===== src/rtl/redloop_pkg.sv =====
package redloop_pkg;
  typedef enum logic [1:0] {
    ST_IDLE  = 2'd0,
    ST_ISSUE = 2'd1,
    ST_WAIT  = 2'd2
  } rl_state_t;
endpackage


===== src/rtl/redloop_ctl.sv =====
module redloop_ctl
  import redloop_pkg::*;
(
  input  logic clk,
  input  logic rst_n,
  input  logic start_i,
  input  logic vl_zero_i,
  input  logic issue_ready_i,
  input  logic res_valid_i,
  input  logic last_i,
  output logic accept_o,
  output logic step_o,
  output logic take_o,
  output logic issue_valid_o,
  output logic res_ready_o,
  output logic busy_o,
  output logic done_o
);
  rl_state_t state_q, state_d;
  logic      done_q, done_d;

  always_comb begin
    state_d  = state_q;
    done_d   = 1'b0;
    accept_o = 1'b0;
    take_o   = 1'b0;
    step_o   = 1'b0;
    case (state_q)
      ST_IDLE: begin
        if (start_i) begin
          accept_o = 1'b1;
          if (vl_zero_i) done_d = 1'b1;
          else           state_d = ST_ISSUE;
        end
      end
      ST_ISSUE: begin
        if (issue_ready_i) state_d = ST_WAIT;
      end
      ST_WAIT: begin
        if (res_valid_i) begin
          take_o = 1'b1;
          if (last_i) begin
            state_d = ST_IDLE;
            done_d  = 1'b1;
          end else begin
            step_o  = 1'b1;
            state_d = ST_ISSUE;
          end
        end
      end
      default: state_d = ST_IDLE;
    endcase
  end

  always_ff @(posedge clk or negedge rst_n) begin
    if (!rst_n) begin
      state_q <= ST_IDLE;
      done_q  <= 1'b0;
    end else begin
      state_q <= state_d;
      done_q  <= done_d;
    end
  end

  assign issue_valid_o = (state_q == ST_ISSUE);
  assign res_ready_o   = (state_q == ST_WAIT);
  assign busy_o        = (state_q != ST_IDLE);
  assign done_o        = done_q;
endmodule


===== src/rtl/redloop_idx.sv =====
module redloop_idx #(
  parameter int VLW = 8
) (
  input  logic           clk,
  input  logic           rst_n,
  input  logic           load_i,
  input  logic           step_i,
  input  logic [VLW-1:0] vl_i,
  input  logic           reverse_i,
  input  logic           single_i,
  output logic [VLW-1:0] idx_o,
  output logic           last_o
);
  localparam logic [VLW-1:0] ONE = VLW'(1);

  logic [VLW-1:0] idx_q, idx_d;
  logic [VLW-1:0] left_q, left_d;
  logic           down_q, down_d;
  logic           en;

  assign en = load_i | step_i;

  always_comb begin
    idx_d  = idx_q;
    left_d = left_q;
    down_d = down_q;
    if (load_i) begin
      down_d = reverse_i;
      idx_d  = reverse_i ? (vl_i - ONE) : '0;
      left_d = single_i ? ONE : vl_i;
    end else if (step_i) begin
      idx_d  = down_q ? (idx_q - ONE) : (idx_q + ONE);
      left_d = left_q - ONE;
    end
  end

  always_ff @(posedge clk or negedge rst_n) begin
    if (!rst_n) begin
      idx_q  <= '0;
      left_q <= '0;
      down_q <= 1'b0;
    end else if (en) begin
      idx_q  <= idx_d;
      left_q <= left_d;
      down_q <= down_d;
    end
  end

  assign idx_o  = idx_q;
  assign last_o = (left_q == ONE);
endmodule


===== src/rtl/redloop_acc.sv =====
module redloop_acc #(
  parameter int DW = 32
) (
  input  logic          clk,
  input  logic          rst_n,
  input  logic          load_i,
  input  logic          take_i,
  input  logic [DW-1:0] init_i,
  input  logic [DW-1:0] res_i,
  output logic [DW-1:0] acc_o
);
  logic [DW-1:0] acc_q, acc_d;
  logic          en;

  assign en = load_i | take_i;

  always_comb begin
    acc_d = acc_q;
    if (load_i)      acc_d = init_i;
    else if (take_i) acc_d = res_i;
  end

  always_ff @(posedge clk or negedge rst_n) begin
    if (!rst_n)  acc_q <= '0;
    else if (en) acc_q <= acc_d;
  end

  assign acc_o = acc_q;
endmodule


===== src/rtl/redloop_seq.sv =====
module redloop_seq #(
  parameter int DW  = 32,
  parameter int VLW = 8
) (
  input  logic           clk,
  input  logic           rst_n,
  input  logic           start_i,
  input  logic [VLW-1:0] vl_i,
  input  logic           reduce_en_i,
  input  logic           ffirst_en_i,
  input  logic           reverse_i,
  input  logic           dst_scalar_i,
  input  logic [DW-1:0]  acc_init_i,
  output logic           issue_valid_o,
  input  logic           issue_ready_i,
  output logic [VLW-1:0] issue_idx_o,
  output logic [DW-1:0]  issue_acc_o,
  input  logic           res_valid_i,
  output logic           res_ready_o,
  input  logic [DW-1:0]  res_data_i,
  output logic           busy_o,
  output logic           done_o,
  output logic [DW-1:0]  result_o
);
  logic accept, step, take, last, vl_zero, chain, single;
  logic [DW-1:0] acc;

  assign vl_zero = (vl_i == '0);
  // fail-first implies the reduce chain for a scalar destination
  assign chain   = reduce_en_i | ffirst_en_i;
  assign single  = dst_scalar_i & ~chain;

  redloop_ctl u_ctl (
    .clk           (clk),
    .rst_n         (rst_n),
    .start_i       (start_i),
    .vl_zero_i     (vl_zero),
    .issue_ready_i (issue_ready_i),
    .res_valid_i   (res_valid_i),
    .last_i        (last),
    .accept_o      (accept),
    .step_o        (step),
    .take_o        (take),
    .issue_valid_o (issue_valid_o),
    .res_ready_o   (res_ready_o),
    .busy_o        (busy_o),
    .done_o        (done_o)
  );

  redloop_idx #(.VLW(VLW)) u_idx (
    .clk       (clk),
    .rst_n     (rst_n),
    .load_i    (accept),
    .step_i    (step),
    .vl_i      (vl_i),
    .reverse_i (reverse_i),
    .single_i  (single),
    .idx_o     (issue_idx_o),
    .last_o    (last)
  );

  redloop_acc #(.DW(DW)) u_acc (
    .clk    (clk),
    .rst_n  (rst_n),
    .load_i (accept),
    .take_i (take),
    .init_i (acc_init_i),
    .res_i  (res_data_i),
    .acc_o  (acc)
  );

  assign issue_acc_o = acc;
  assign result_o    = acc;
endmodule


===== config.mk =====
export PLATFORM = sky130hd
export DESIGN_NAME = redloop_seq
export DESIGN_NICKNAME = d
export VERILOG_FILES = /design/src/rtl/redloop_pkg.sv /design/src/rtl/redloop_ctl.sv /design/src/rtl/redloop_idx.sv /design/src/rtl/redloop_acc.sv /design/src/rtl/redloop_seq.sv
export SDC_FILE = /design/constraint.sdc
export NUM_CORES = 1
export LEC_CHECK = 0
export BUFFER_PORTS_ARGS = -buffer_cell sky130_fd_sc_hd__buf_4
export CELL_PAD_IN_SITES_DETAIL_PLACEMENT = 0
export CELL_PAD_IN_SITES_GLOBAL_PLACEMENT = 1
export CORE_MARGIN = 5
export CORE_UTILIZATION = 33
export CTS_CLUSTER_DIAMETER = 30
export DETAILED_ROUTE_END_ITERATION = 10
export PLACE_DENSITY_LB_ADDON = 0.08
export SYNTH_ARGS = -nofsm -noshare
export SYNTH_HDL_FRONTEND = slang
export SYNTH_SLANG_ARGS = --single-unit

===== constraint.sdc =====
create_clock -name clk -period 2.9 [get_ports clk]
set_clock_uncertainty 0.05 [all_clocks]
set_input_delay 0.435 -clock clk [delete_from_list [all_inputs] [get_ports clk]]
set_output_delay 0.435 -clock clk [all_outputs]
set_load 0.05 [all_outputs]

---- Word-level counts from Yosys, hierarchy flattened ----
Index checks and enable logic that the tools add are counted.
storage, ports and cells
  register bits after elaboration ......... 52
  bits of input ports ..................... 81
  output and inout port bits .............. 76
  word-level logic and storage cells ...... 58
cells by class
  $add $sub $neg .......................... 4
  equality and inequality tests ........... 7
  mux-type cells .......................... 27
  bitwise gates (word level) .............. 5
  reductions and logical operators ........ 9
operators by type and width
  cell                                                                      count
  32-bit two-way mux                                                        2
  8-bit two-way mux                                                         7
  8-bit by 1-bit subtractor with 8-bit output (second input constant)       3
  1-bit two-way mux                                                         12
  8-bit by 1-bit adder with 8-bit output (second input constant)            1
  8-bit by 1-bit == test with 1-bit output (second input constant)          1
  8-bit logical NOT                                                         1
  2-bit two-way mux                                                         4
  2-bit inequality test (second input constant)                             3
  2-bit case mux with 3 select lines                                        1
  2-bit AND reduction                                                       3
  2-bit nonzero test                                                        3
  4-bit AND reduction                                                       1
  1-bit OR                                                                  3
  2-bit by 1-bit == test with 1-bit output (second input constant)          1
  2-bit == test (second input constant)                                     1
  2-bit logical NOT                                                         1
  2-bit by 1-bit inequality test with 1-bit output (second input constant)  1
  1-bit case mux with 2 select lines                                        1
  1-bit AND                                                                 1
  1-bit NOT                                                                 1

---- Longest topological paths before layout ----
  word-level depth ........................ 6
  gate-level depth with buffers ........... 8
  gate-level depth less buffers ........... 8

---- Modules after synthesis ----
From an unflattened synthesis, not the netlist that was laid out.
unflattened totals
  cell total of the unflattened synthesis .. 333
  area total of the unflattened synthesis .. 3235.6 um^2
by module, submodules not included
  module       instances  cells an instance  area an instance (um^2)  seq. area each (um^2)
  redloop_acc  1          139                1515.2                   800.8
  redloop_idx  1          140                1275.0                   425.4
  redloop_seq  1          36                 266.5                    0.0
  redloop_ctl  1          18                 178.9                    75.1

---- Worst setup path after synthesis ----
OpenSTA, ideal clock, no wires.
  path type ............................... reg2reg
  start ................................... register u_idx.idx_q[3] (netlist: u_idx.idx_o[3])
  end ..................................... register u_idx.idx_q[7] (netlist: u_idx.idx_o[7])
  library setup time ...................... 0.158 ns
  arrival ................................. 2.069 ns
  required time ........................... 2.692 ns
  path slack .............................. 0.624 ns
  cell stages (with the launch flop) ...... 8
  buffers on the path ..................... 0
  clock period less this slack ............ 2.276 ns
  path through ............................ dfrtp_1 -> ha_1 -> and3_1 -> a221oi_1 -> a21oi_1 -> xnor2_1 -> o211ai_1 -> o311ai_0
on the way
  longest elaborated chain between the ends .. 4
  elaborated cells between the ends (all ways) .. 5
  classes of those cells .................. 2 x add/sub; 3 x mux
RTL lines
  what                                                                                                   line               source
  from (decl)                                                                                            redloop_idx.sv:16  logic [VLW-1:0] idx_q, idx_d;
  from (signal assigned)                                                                                 redloop_idx.sv:43  idx_q <= idx_d;
  8-bit by 1-bit adder with 8-bit output or 8-bit by 1-bit subtractor with 8-bit output (tied branches)  redloop_idx.sv:32  idx_d = down_q ? (idx_q - ONE) : (idx_q + ONE);
  8-bit two-way mux *                                                                                    redloop_idx.sv:32
  8-bit two-way mux *                                                                                    redloop_idx.sv:31  end else if (step_i) begin
  8-bit two-way mux *                                                                                    redloop_idx.sv:27  if (load_i) begin
Mark *: on every way between the ends. The rest lies on a longest branch, timed or not. The select of a mux whose other input is x is not followed.
A chain may end at the register's enable or synchronous reset.

---- Worst setup path in the final report ----
  start ................................... register u_idx.down_q
  end ..................................... register u_idx.idx_q[7] (netlist: u_idx.idx_o[7])
on the way
  longest elaborated chain between the ends .. 3
RTL lines
  what                    line               source
  from (decl)             redloop_idx.sv:18  logic down_q, down_d;
  from (signal assigned)  redloop_idx.sv:45  down_q <= down_d;
  8-bit two-way mux       redloop_idx.sv:32
  8-bit two-way mux       redloop_idx.sv:31
  8-bit two-way mux       redloop_idx.sv:27
No other way between the ends. The select of a mux whose other input is x is not followed.

==> impl_metrics.env <==
export IMPL_outcome="complete, no violations"
export IMPL_final_worst_path_period_share=0.792
export IMPL_synth_ff_latch_count=52
export IMPL_cts_resized_gates=0
export IMPL_antenna_cells=0
export IMPL_p_leak_nw=2.26
export IMPL_worst_ep_arrival_time_ns=2.41
export IMPL_power_ir_vdd_worst_v=0.000568
export IMPL_detail_route_wirelength_mm=9.12
export IMPL_floorplan_initialDensity=0.340
export IMPL_grt_overflow_total=0
export IMPL_cts_tree="built"
export IMPL_floorplan_rows=35
export IMPL_die_area_um2=11700
export IMPL_holdCritPathClass="input port to asynchronous set/reset pin"
export IMPL_initialDrtViolationCount=70
export IMPL_total_count_of_hold_check_failures_in_the_final_report=0
export IMPL_global_route_peak_usage_layer="met2"
export IMPL_via_count_of_the_routed_design=2761
export IMPL_cell_type_with_the_highest_aggregate_area_in_the_netlist="sky130_fd_sc_hd__dfrtp_1"
export IMPL_place_detailed_hpwl_mm=6.88
export IMPL_tritoncts_num_buffers=5
export IMPL_via_per_inst=4.74
export IMPL_cp_end_kind="flop"
export IMPL_post_synth_most_frequent_cells="sky130_fd_sc_hd__dfrtp_1, sky130_fd_sc_hd__nand2_1, sky130_fd_sc_hd__o21ai_0, sky130_fd_sc_hd__mux2i_1, sky130_fd_sc_hd__buf_4"
export IMPL_io_buffers=156
export IMPL_required_worst_endpoint_ns=3.01
export IMPL_core_area_um2=9330
export IMPL_synth_cell_type_count=43
export IMPL_synthToLayoutAreaGrowth_pct=35.4
export IMPL_cap_violations=0
export IMPL_die_width_um=108
export IMPL_syn_area_um2=3170
export IMPL_grt_pass1_wl_mm=14.0
export IMPL_ant_nets=0
export IMPL_grt_max_degree=61
export IMPL_syn_mean_instance_area_um2=9.44
export IMPL_chipHeight_um=108
export IMPL_globalRouteTotalUtil=0.150
export IMPL_worst_slew_pin_transition_ns=0.701
export IMPL_synthesis_yosys_warnings=0
export IMPL_crit_fanout=8
export IMPL_slew_limit_headroom=0.532
export IMPL_antenna_found_initial=0
export IMPL_max_freq_mhz=436
export IMPL_async_reset_ff_frac=1.00
export IMPL_ys_seq_area_frac=0.410
export IMPL_place_area_um2=4200
export IMPL_globalRouteMet2Util=0.254
export IMPL_final_max_slew_viol_count=0
export IMPL_filler_cell_count=927
export IMPL_cts_htree_levels=2
export IMPL_synth_most_common_cell="sky130_fd_sc_hd__dfrtp_1"
export IMPL_clockRootBuffer="sky130_fd_sc_hd__clkbuf_8"
export IMPL_timing_setup_critical_path_class="flop to flop"
export IMPL_finalCriticalPeriod_ns=2.30
export IMPL_grt_met3_usage=0.0364
export IMPL_top_level_ports=157
export IMPL_cts_max_path_buffers=2
export IMPL_unrepaired_setup_endpoints_after_global_routing="no"
export IMPL_post_synth_main_area_contributors="sky130_fd_sc_hd__dfrtp_1, sky130_fd_sc_hd__mux2i_1, sky130_fd_sc_hd__buf_4"
export IMPL_synth_main_ff_cell="sky130_fd_sc_hd__dfrtp_1"
export IMPL_grt_pass1_vias=2649
export IMPL_final_nets=545
export IMPL_post_synth_edffs=0
export IMPL_reg2reg_setup_slack_ns=0.60
export IMPL_clock_sinks=52
export IMPL_synth_top_cell_area_share=0.410
export IMPL_detail_route_first_pass_iterations=4
export IMPL_cts_reportedPaths_clkPinSlew_ns=0.10
export IMPL_post_cts_buffers=0
export IMPL_startpoint_type="flop"
export IMPL_gp_congestion=0.761
export IMPL_post_route_drc_count=0
export IMPL_route_detailed_wl_per_inst_um=15.6
export IMPL_layout_drive_gt1_share=0.379
export IMPL_power_density_nw_per_um2=1360
export IMPL_postLayoutCellArea_um2=4300
export IMPL_cells_after_synth=336
export IMPL_global_route_usage_met1=0.197
export IMPL_setup_viol_count_final=0
export IMPL_clkLatencyLatePin_ns=0.30
export IMPL_syn_num_nets=428
export IMPL_fin_setup_tns_ns=0
export IMPL_postCtsHoldBufs=0
metal layers:
metal,routed length [um],share of wire,vias up
met2,4450,0.49,102
met4,53,0.0058,0
met5,0,0,-
met3,777,0.085,5
li1,-,-,1367
met1,3840,0.42,1287
report_power, final:
part | leakage, nW | internal, mW | switching, mW
logic | 1.57 | 1.27 | 2.73
clock network | 0.0445 | 0.195 | 0.243
registers | 0.645 | 1.07 | 0.339
total | 2.26 | 2.53 | 3.31
worst paths after layout:
kind / from / endpoint / depth (start not counted)
worst max-delay path: u_idx.down_q$_DFFE_PN0P_ / u_idx.idx_o[7]$_DFFE_PN0P_ / 7
worst min-delay path: rst_n / u_acc.acc_o[20]$_DFFE_PN0P_ / 1
worst max register to register: u_idx.down_q$_DFFE_PN0P_ / u_idx.idx_o[7]$_DFFE_PN0P_ / 7
worst min register to register: u_idx.left_q[7]$_DFFE_PN0P_ / u_idx.left_q[7]$_DFFE_PN0P_ / 1
max in group asynchronous: rst_n / u_idx.left_q[7]$_DFFE_PN0P_ / 1
min in group clk: acc_init_i[25] / u_acc.acc_o[25]$_DFFE_PN0P_ / 3
registers in the layout, summed over array words and instances (netlist names):
register       count
u_acc.acc_o       32
u_idx.idx_o        8
u_idx.left_q       8
u_ctl.state_q      2
u_ctl.done_o       1
u_idx.down_q       1
final cells by class:
cell class	instances	area [um2]	area share
Inverter	9	33.8	0.00786
Tap cell	129	161	0.0376
Clock buffer	7	86.3	0.0201
Sequential cell	52	1300	0.303
Clock inverter	1	7.51	0.00175
Timing Repair Buffer	159	1190	0.278
Multi-Input combinational cell	226	1510	0.352
layout by cell type (no fill, tap or decap), types with 4 or more instances in the layout:
cell type	synthesis	routed
sky130_fd_sc_hd__nand2_1	41	41
sky130_fd_sc_hd__a21oi_1	15	15
sky130_fd_sc_hd__nor2_1	15	15
sky130_fd_sc_hd__clkbuf_8	0	6
sky130_fd_sc_hd__ha_1	10	10
sky130_fd_sc_hd__nand3_1	5	5
sky130_fd_sc_hd__xnor2_1	9	9
sky130_fd_sc_hd__nor3_1	4	4
sky130_fd_sc_hd__mux2i_1	34	34
sky130_fd_sc_hd__o21ai_0	37	37
sky130_fd_sc_hd__xor2_1	5	5
sky130_fd_sc_hd__dfrtp_1	52	52
sky130_fd_sc_hd__buf_4	32	159
sky130_fd_sc_hd__a21o_1	5	5
sky130_fd_sc_hd__inv_1	9	9
sky130_fd_sc_hd__a31oi_1	6	6
logic make-up after synthesis:
group           synth area share
fa+ha+maj                 0.0457
mux                        0.107
compound gates             0.154
flops                      0.410
buf+inv                    0.115
xor+xnor                  0.0386
simple gates               0.129
critical path, stage by stage, from the launching register on:
cell	delay (ns)
sky130_fd_sc_hd__dfrtp_1	0.50
sky130_fd_sc_hd__ha_1	0.38
sky130_fd_sc_hd__and3_1	0.20
sky130_fd_sc_hd__a221oi_1	0.41
sky130_fd_sc_hd__a21oi_1	0.14
sky130_fd_sc_hd__xnor2_1	0.16
sky130_fd_sc_hd__o211ai_1	0.16
sky130_fd_sc_hd__o311ai_0	0.16
metrics by stage:
stage / std cells / setup WS, ns / total power, mW / hold WS (ns) / util
6_report: 583 / 0.605 / 5.84 / 0.127 / 0.461
5_1_grt: 583 / 0.461 / 6.21 / 0.189 / 0.461
4_1_cts: 583 / 0.605 / 5.90 / 0.151 / 0.461
3_5_place_dp: 575 / 0.643 / 5.45 / 0.447 / 0.451
3_3_place_gp: 575 / 0.652 / 5.42 / 0.439 / 0.451
2_1_floorplan: 336 / 0.624 / 4.53 / 0.0894 / -
No activity file was read; power rests on OpenSTA's default activity.
